## src/rtl/xbus_pkg.sv

```systemverilog
package xbus_pkg;

    // machine cycle geometry
    localparam int PERIODS_PER_STATE = 2;
    localparam int STATES_PER_CYCLE  = 6;
    localparam int CYC_LEN           = PERIODS_PER_STATE * STATES_PER_CYCLE;
    localparam int SLOT_LEN          = CYC_LEN / 2;
    localparam int PH_W              = $clog2(CYC_LEN);

    // data strobe placement relative to the latch pulse
    localparam int STB_OFFSET = 3;
    localparam int STB_LEN    = 6;

    typedef logic [PH_W-1:0] ph_t;

    localparam ph_t PH_LAST     = ph_t'(CYC_LEN - 1);
    localparam ph_t SLOT_LAST   = ph_t'(SLOT_LEN - 1);
    localparam ph_t ALE_LAST    = ph_t'(PERIODS_PER_STATE - 1);
    localparam ph_t STB_FIRST   = ph_t'(PERIODS_PER_STATE + STB_OFFSET);
    localparam ph_t SETUP_LAST  = ph_t'(PERIODS_PER_STATE + STB_OFFSET - 1);
    localparam ph_t STB_LAST    = ph_t'(PERIODS_PER_STATE + STB_OFFSET + STB_LEN - 1);

    typedef enum logic [2:0] {
        ST_F_ALE,
        ST_F_HOLD,
        ST_F_CODE,
        ST_D_ALE,
        ST_D_HOLD,
        ST_D_SETUP,
        ST_D_STROBE,
        ST_D_END
    } bus_st_t;

endpackage

```

## src/rtl/xbus_phase.sv

```systemverilog
module xbus_phase
    import xbus_pkg::*;
(
    input  logic clk,
    input  logic rst,
    output ph_t  ph,
    output ph_t  sph
);

    always_ff @(posedge clk) begin
        if (rst) begin
            ph  <= '0;
            sph <= '0;
        end else begin
            if (ph == PH_LAST) ph <= '0;
            else               ph <= ph + ph_t'(1);
            if (sph == SLOT_LAST) sph <= '0;
            else                  sph <= sph + ph_t'(1);
        end
    end

endmodule

```

## src/rtl/xbus_fsm.sv

```systemverilog
module xbus_fsm
    import xbus_pkg::*;
(
    input  logic    clk,
    input  logic    rst,
    input  ph_t     ph,
    input  ph_t     sph,
    input  logic    req,
    input  logic    we_q,
    output bus_st_t st,
    output logic    accept,
    output logic    ale,
    output logic    psen_n,
    output logic    rd_n,
    output logic    wr_n
);

    bus_st_t nx;

    assign accept = (st == ST_F_CODE) && (ph == PH_LAST) && req;

    always_comb begin
        nx = st;
        unique case (st)
            ST_F_ALE:    if (sph == ALE_LAST) nx = ST_F_HOLD;
            ST_F_HOLD:   nx = ST_F_CODE;
            ST_F_CODE:   if (sph == SLOT_LAST) nx = accept ? ST_D_ALE : ST_F_ALE;
            ST_D_ALE:    if (ph == ALE_LAST) nx = ST_D_HOLD;
            ST_D_HOLD:   nx = ST_D_SETUP;
            ST_D_SETUP:  if (ph == SETUP_LAST) nx = ST_D_STROBE;
            ST_D_STROBE: if (ph == STB_LAST) nx = ST_D_END;
            ST_D_END:    nx = ST_F_ALE;
            default:     nx = ST_F_ALE;
        endcase
    end

    // state register
    always_ff @(posedge clk) begin
        if (rst) st <= ST_F_ALE;
        else     st <= nx;
    end

    // strobe outputs
    always_comb begin
        ale    = 1'b0;
        psen_n = 1'b1;
        rd_n   = 1'b1;
        wr_n   = 1'b1;
        unique case (st)
            ST_F_ALE, ST_D_ALE: ale = 1'b1;
            ST_F_CODE:          psen_n = 1'b0;
            ST_D_STROBE: begin
                rd_n = we_q;
                wr_n = ~we_q;
            end
            default: ;
        endcase
    end

endmodule

```

## src/rtl/xbus_datapath.sv

```systemverilog
module xbus_datapath
    import xbus_pkg::*;
#(
    parameter int ADDR_W = 16,
    parameter int DATA_W = 8,
    localparam int HI_W  = ADDR_W - DATA_W
) (
    input  logic              clk,
    input  logic              rst,
    input  bus_st_t           st,
    input  ph_t               ph,
    input  ph_t               sph,
    input  logic              accept,
    input  logic [ADDR_W-1:0] code_addr,
    input  logic              req_we,
    input  logic [ADDR_W-1:0] req_addr,
    input  logic [DATA_W-1:0] req_wdata,
    input  logic [DATA_W-1:0] port_in,
    output logic              we_q,
    output logic [HI_W-1:0]   addr_hi,
    output logic [DATA_W-1:0] port_out,
    output logic              port_oe,
    output logic [DATA_W-1:0] code_byte,
    output logic              code_valid,
    output logic [DATA_W-1:0] rdata,
    output logic              done
);

    logic [ADDR_W-1:0] fa_q;
    logic [ADDR_W-1:0] da_q;
    logic [DATA_W-1:0] wd_q;

    // fetch address taken at every slot boundary
    always_ff @(posedge clk) begin
        if (rst)                    fa_q <= '0;
        else if (sph == SLOT_LAST)  fa_q <= code_addr;
    end

    // request capture
    always_ff @(posedge clk) begin
        if (rst) begin
            da_q <= '0;
            wd_q <= '0;
            we_q <= 1'b0;
        end else if (accept) begin
            da_q <= req_addr;
            wd_q <= req_wdata;
            we_q <= req_we;
        end
    end

    // returned bytes
    always_ff @(posedge clk) begin
        if (rst) begin
            code_byte  <= '0;
            code_valid <= 1'b0;
            rdata      <= '0;
            done       <= 1'b0;
        end else begin
            code_valid <= (st == ST_F_CODE) && (sph == SLOT_LAST);
            if ((st == ST_F_CODE) && (sph == SLOT_LAST)) code_byte <= port_in;
            done <= (st == ST_D_STROBE) && (ph == STB_LAST);
            if ((st == ST_D_STROBE) && (ph == STB_LAST) && !we_q) rdata <= port_in;
        end
    end

    // shared port and high byte
    always_comb begin
        port_oe  = 1'b0;
        port_out = fa_q[DATA_W-1:0];
        addr_hi  = fa_q[ADDR_W-1:DATA_W];
        unique case (st)
            ST_F_ALE, ST_F_HOLD: port_oe = 1'b1;
            ST_F_CODE:           port_oe = 1'b0;
            ST_D_ALE, ST_D_HOLD: begin
                port_oe  = 1'b1;
                port_out = da_q[DATA_W-1:0];
                addr_hi  = da_q[ADDR_W-1:DATA_W];
            end
            ST_D_SETUP: begin
                port_oe  = 1'b1;
                port_out = (we_q && ph == SETUP_LAST) ? wd_q : da_q[DATA_W-1:0];
                addr_hi  = da_q[ADDR_W-1:DATA_W];
            end
            ST_D_STROBE, ST_D_END: begin
                port_oe  = we_q;
                port_out = we_q ? wd_q : da_q[DATA_W-1:0];
                addr_hi  = da_q[ADDR_W-1:DATA_W];
            end
            default: ;
        endcase
    end

endmodule

```

## src/rtl/xbus_seq.sv

```systemverilog
module xbus_seq
    import xbus_pkg::*;
#(
    parameter int ADDR_W = 16,
    parameter int DATA_W = 8,
    localparam int HI_W  = ADDR_W - DATA_W
) (
    input  logic              clk,
    input  logic              rst,
    input  logic [ADDR_W-1:0] code_addr,
    output logic [DATA_W-1:0] code_byte,
    output logic              code_valid,
    input  logic              req,
    input  logic              req_we,
    input  logic [ADDR_W-1:0] req_addr,
    input  logic [DATA_W-1:0] req_wdata,
    output logic              done,
    output logic [DATA_W-1:0] rdata,
    output logic              ale,
    output logic              psen_n,
    output logic              rd_n,
    output logic              wr_n,
    output logic [HI_W-1:0]   addr_hi,
    output logic [DATA_W-1:0] port_out,
    output logic              port_oe,
    input  logic [DATA_W-1:0] port_in
);

    ph_t     ph;
    ph_t     sph;
    bus_st_t st;
    logic    accept;
    logic    we_q;

    xbus_phase u_phase (
        .clk (clk),
        .rst (rst),
        .ph  (ph),
        .sph (sph)
    );

    xbus_fsm u_fsm (
        .clk    (clk),
        .rst    (rst),
        .ph     (ph),
        .sph    (sph),
        .req    (req),
        .we_q   (we_q),
        .st     (st),
        .accept (accept),
        .ale    (ale),
        .psen_n (psen_n),
        .rd_n   (rd_n),
        .wr_n   (wr_n)
    );

    xbus_datapath #(
        .ADDR_W (ADDR_W),
        .DATA_W (DATA_W)
    ) u_dp (
        .clk        (clk),
        .rst        (rst),
        .st         (st),
        .ph         (ph),
        .sph        (sph),
        .accept     (accept),
        .code_addr  (code_addr),
        .req_we     (req_we),
        .req_addr   (req_addr),
        .req_wdata  (req_wdata),
        .port_in    (port_in),
        .we_q       (we_q),
        .addr_hi    (addr_hi),
        .port_out   (port_out),
        .port_oe    (port_oe),
        .code_byte  (code_byte),
        .code_valid (code_valid),
        .rdata      (rdata),
        .done       (done)
    );

endmodule

```

## config.mk

```make
export PLATFORM = sky130hd
export DESIGN_NAME = xbus_seq
export DESIGN_NICKNAME = d
export VERILOG_FILES = /design/src/rtl/xbus_pkg.sv /design/src/rtl/xbus_phase.sv /design/src/rtl/xbus_fsm.sv /design/src/rtl/xbus_datapath.sv /design/src/rtl/xbus_seq.sv
export SDC_FILE = /design/constraint.sdc
export NUM_CORES = 1
export LEC_CHECK = 0
export BUFFER_PORTS_ARGS = -buffer_cell sky130_fd_sc_hd__buf_2
export CORE_ASPECT_RATIO = 0.7
export CORE_MARGIN = 5
export CORE_UTILIZATION = 40
export CTS_CLUSTER_SIZE = 25
export DETAILED_ROUTE_END_ITERATION = 10
export GPL_ROUTABILITY_DRIVEN = 0
export PLACE_DENSITY = 0.75
export SETUP_SLACK_MARGIN = 0.5
export SLEW_MARGIN = 20
export SYNTH_ARGS = -nofsm -noshare
export SYNTH_HDL_FRONTEND = slang
export SYNTH_HIERARCHICAL = 1
export SYNTH_SLANG_ARGS = --single-unit
```

## constraint.sdc

```tcl
create_clock -name clk -period 3.99 [get_ports clk]
set_input_delay 0 -clock clk [delete_from_list [all_inputs] [get_ports clk]]
set_output_delay 0 -clock clk [all_outputs]
set_load 0.02 [all_outputs]
```

# Word level (Yosys, flattened, before mapping)

Index checks and enable logic that the tools add are counted.

Input port bits: 52
Bits in registers: 70
Logic and storage cells: 64
Output and inout port bits: 39

Multiplexer cells: 16
Reduce and logical (&&, ||, !) cells: 16
Equal/unequal tests: 18
$add $sub $neg: 2
Bitwise logic cells: 1

Operators with widths:

| operator            | number |
|---|---|
| $mux 8              | 3 |
| $pmux 3 s8          | 1 |
| $pmux 8 s3          | 1 |
| $mux 3              | 5 |
| $eq 3x3->1 const B  | 4 |
| $reduce_or 2->1     | 5 |
| $reduce_or 5->1     | 2 |
| $add 4x1->4 const B | 2 |
| $eq 4x1->1 const B  | 2 |
| $eq 4x3->1 const B  | 2 |
| $eq 4x4->1 const B  | 2 |
| $ne 2x2->1 const B  | 4 |
| $eq 3x2->1 const B  | 2 |
| $logic_and 1x1->1   | 6 |
| $reduce_and 5->1    | 1 |
| $mux 1              | 4 |
| $eq 3x1->1 const B  | 1 |
| $logic_not 3->1     | 1 |
| $pmux 1 s3          | 1 |
| $mux 2              | 1 |
| $ne 2x1->1 const B  | 1 |
| $logic_not 1->1     | 1 |
| $not 1->1           | 1 |

# Depth between registers and ports, before layout

Depth after elaboration: 6
Mapped depth: 8
Mapped depth without buffers: 5

# Hierarchy

The synthesis kept the hierarchy.

By module, submodules not included:

| module        | sequential area each (um^2) | cells each | area an instance (um^2) | instances |
|---|---|---|---|---|
| xbus_datapath | 1181.1                      | 322        | 2602.5                  | 1 |
| xbus_phase    | 160.2                       | 37         | 337.8                   | 1 |
| xbus_fsm      | 60.1                        | 45         | 335.3                   | 1 |

# Worst setup path after synthesis

Ideal clock, no wire load.

Path type: reg2reg
Start: reg u_fsm.st[0]
End: reg u_dp.da_q[10]
Data required time: 3.862 ns
Arrival time: 1.809 ns
Setup time: 0.128 ns
Period minus slack after synthesis: 1.936 ns
Path buffers: 3
Setup slack: 2.054 ns
Stages on the path, launching flop included: 9
Cells stage by stage: dfxtp_1 -> clkbuf_1 -> nor2_1 -> nand2_1 -> nor2_1 -> clkbuf_1 -> buf_2 -> mux2i_1 -> nor2_1

Word-level cells in the longest chain between the ends: 3

RTL lines:

| item                           | RTL line            | RTL |
|---|---|---|
| start: declaration             | xbus_fsm.sv:10      | `output bus_st_t st,` |
| start signal: assignment       | xbus_fsm.sv:40      | `else st <= nx;` |
| $eq 3x2->1                     | xbus_fsm.sv:20      | `assign accept = (st == ST_F_CODE) && (ph == PH_LAST) && req;` |
| $logic_and 1x1->1 (2 in a row) | xbus_fsm.sv:20      |  |
| named net accept               | xbus_seq.sv:32      | `logic accept;` |
| end signal: assignment         | xbus_datapath.sv:46 | `da_q <= req_addr;` |
| end: declaration               | xbus_datapath.sv:30 | `logic [ADDR_W-1:0] da_q;` |

The timed path passes the listed nets, and every way through them passes these cells.
A chain may end at the register's enable or synchronous reset.

# Worst setup path after layout

Start: reg u_fsm.st[2]
End: out port_out[6]

Word-level cells in the longest chain between the ends: 3
Elaborated cells between the ends (all ways): 8
Those cells by class: eq/ne: 5; mux: 1; reduce/logical: 2

RTL lines:

| item                                            | RTL line            | RTL |
|---|---|---|
| $eq 3x3->1 / $eq 3x2->1 (equally long branches) | xbus_datapath.sv:72 | `unique case (st)` |
| $reduce_or 2->1                                 | xbus_datapath.sv:72 |  |
| $pmux 8 s3 (*)                                  | xbus_datapath.sv:72 |  |
| end: declaration                                | xbus_seq.sv:24      | `output logic [DATA_W-1:0] port_out,` |

Every way passes the cells marked *; elsewhere a longest branch is shown, timed or not.

==> flow_metrics.py <==
metrics = {
    "cts": {
        "cts_resized": 0,
        "cts_made_buffers": 9,
        "root_buffer": "clkbuf_16",
        "clk_latency_ns": 0.34,
        "clock-sinks": 70,
        "path_clk_slew_ns": 0.06,
        "cts_buffer_depth": 2,
        "cts-htree-levels": 3,
        "cts_tree": "yes",
    },
    "finish": {
        "final_nets": 585,
        "area_delta_synth_final_pct": 39.3,
        "layout_common_cells": "buf_2, nand2_1, dfxtp_1, nor2_1, dlygate4sd3_1",
        "drive_above_1_share": 0.219,
        "final_common_cell": "buf_2",
    },
    "global_routing": {
        "overflow": 0,
        "antenna_found_initial": 1,
        "grt_pass1_wl_um": 16100,
        "grt_max_degree": 71,
        "track_usage": 0.193,
        "first_global_vias": 3234,
    },
    "logic_synthesis": {
        "synth-seq-cells": 70,
        "ys_top_cells_by_area": "dfxtp_1, mux2i_1, nand2_1",
        "yosys_warnings": 6,
        "ys.flop_type": "dfxtp_1",
        "synth-seq-area-share": 0.428,
        "ys_types": 45,
        "synth_top_cell_by_area": "dfxtp_1",
        "synth-edff-count": 0,
        "synthesis.area_mm2": 0.00328,
        "avgSynthCellArea_um2": 8.11,
        "synth_top_cell_area_share": 0.428,
        "async_flop_share": 0,
        "netlist_instances": 404,
        "mappedNetlistNets": 459,
    },
    "placement": {
        "place_hpwl_um": 6290,
        "io_buffers": 90,
    },
    "sta": {
        "fmax_ghz": 0.368,
        "hold_ws_ns": 0.203,
        "slew_headroom": 0.380,
        "tightest_slew_ns": 0.929,
        "period_minus_slack_ns": 2.72,
        "final-setup-viol-count": 0,
        "fin_crit_sh": 0.682,
        "fin_skew_ns": 0.00488,
        "rsz0062_at_grt": "false",
        "finalSetupTns_ns": 0,
        "hold_viol": 0,
        "slew_violations": 0,
    },
    "power_and_ir_drop": {
        "powerDensity_mw_per_mm2": 385,
        "ir_drop_v": 0.000321,
        "power_frac_seq": 0.421,
        "clkPwrFrac": 0.463,
        "leakagePower_nw": 1.81,
        "p_switching_mw": 0.454,
        "switching_share": 0.258,
        "pwr-share-comb": 0.116,
        "p_int_mw": 1.31,
        "power.total_mw": 1.76,
    },
    "floorplanning": {
        "fp.coreArea_mm2": 0.00794,
        "top_level_ports": 91,
        "die-area_mm2": 0.0101,
        "die_x_um": 118,
        "die-height_um": 85.7,
        "initial_core_util": 0.413,
        "num_rows": 27,
    },
    "status": {
        "status": "completed",
    },
    "setup_path": {
        "cp.arrival_ns": 2.72,
        "critPathKind": "reg -> out",
        "worstPathMaxFanout": 28,
        "end_kind": "primary output",
        "start_kind": "flip-flop",
        "worstPathRequired_ns": 3.99,
    },
    "routing": {
        "dr.pass1.iters": 5,
        "wl_per_cell_um": 14.9,
        "ant_nets": 0,
        "via_count": 3349,
        "routed_wl_um": 9520,
        "drc": 0,
        "dr.first_iter.drc_count": 293,
        "viasPerCell": 5.26,
    },
    "min_path": {
        "min_path_type": "in -> reg",
    },
    "job": {
        "max_cap_violations": 0,
    },
}
==> logic make-up (layout without fill, tap and decap cells) <==
kind of cell             after synthesis  after routing  synth area share
AND/OR/NAND/NOR                      193            193             0.276
AO/OA/AOI/OAI                         70             70             0.134
flip-flops                            70             70             0.428
multiplexers                          35             35             0.107
buffers and inverters                 32            163            0.0412
adder cells (fa/ha/maj)                3              3            0.0115
XOR/XNOR                               1              1           0.00267
other                                  0              1                 0
==> state kept, by name, indices dropped and copies added, names as in the netlist <==
name	flops
u_dp/rdata	8
u_dp/code_byte	8
u_dp/wd_q	8
u_dp/fa_q	16
u_fsm/st	3
u_dp/da_q	16
u_dp/done	1
u_dp/we_q	1
u_phase/sph	4
u_dp/code_valid	1
u_phase/ph	4
==> per-layer routing <==
| metal | share of wire | GRT usage | vias to the layer above |
|---|---|---|---|
| li1 | - | - | 1657 |
| met1 | 0.46 | 0.255 | 1556 |
| met2 | 0.46 | 0.295 | 118 |
| met3 | 0.065 | 0.0653 | 18 |
| met4 | 0.018 | 0.0698 | 0 |
| met5 | 0 | 0 | - |
==> area by class of cell <==
cell class              count  area (um2)
well taps                 101         126
clock inverters             7        78.8
diodes                      1        2.50
flip-flops and latches     70        1400
fillers                   694        3370
clock buffers               9         225
multi-input cells         302        1750
inverters                   5        18.8
repair buffers            142         963
==> stage by stage <==
step	setup WS (ns)	utilization	cells	instance area (um2)
after floorplan	2.05	-	404	3280
after detailed placement	1.47	0.475	571	3770
after global placement	1.64	0.475	571	3770
after CTS	1.35	0.575	636	4560
after global routing	1.05	0.575	637	4560
final	1.27	0.575	637	4560
==> cell usage after synthesis (3+ instances only) <==
library cell	count
a21o_1	3
a21oi_1	27
a22o_1	8
a31oi_1	9
buf_2	3
clkbuf_1	22
dfxtp_1	70
ha_1	3
inv_1	4
mux2i_1	35
nand2_1	84
nand2b_1	5
nand3_1	20
nor2_1	53
nor3_1	5
nor4b_1	4
nor4bb_1	3
o21ai_0	8
o22ai_1	9
==> path summary, 6_finish.rpt <==
kind | cells after the start | slack, ns | to | startpoint
worst min-delay path | 4 | 0.20 | u_fsm/st[0] | req
worst max register to register | 5 | 1.38 | u_dp/da_q[10] | u_fsm/st[1]
worst min register to register | 2 | 0.46 | u_dp/fa_q[7] | u_dp/fa_q[7]
worst max-delay path | 5 | 1.27 | port_out[6] | u_fsm/st[2]
==> worst max-delay path, stage by stage (launching register included) <==
cell and delay [ns]:
dfxtp_1 0.93, clkinv_1 0.25, nor2_2 0.54, nand3_1 0.14, a31oi_1 0.29, buf_2 0.22
==> timing repair <==
item / CTS / global route
setup buffers: 0 / 0
hold buffers: 49 / 0
hold endpoints to repair: 57 / 0
==> power groups by stage <==
| stage | Combinational, mW | Clock (mW) | Sequential (mW) |
|---|---|---|---|
| CTS | 0.202 | 0.830 | 0.741 |
| finish | 0.204 | 0.814 | 0.741 |
| global route | 0.223 | 0.863 | 0.745 |
| floorplan | 0.121 | 0 | 0.740 |
| global placement | 0.161 | 0 | 0.754 |
| detailed placement | 0.164 | 0 | 0.756 |
Power figures use the tool's default switching activity.
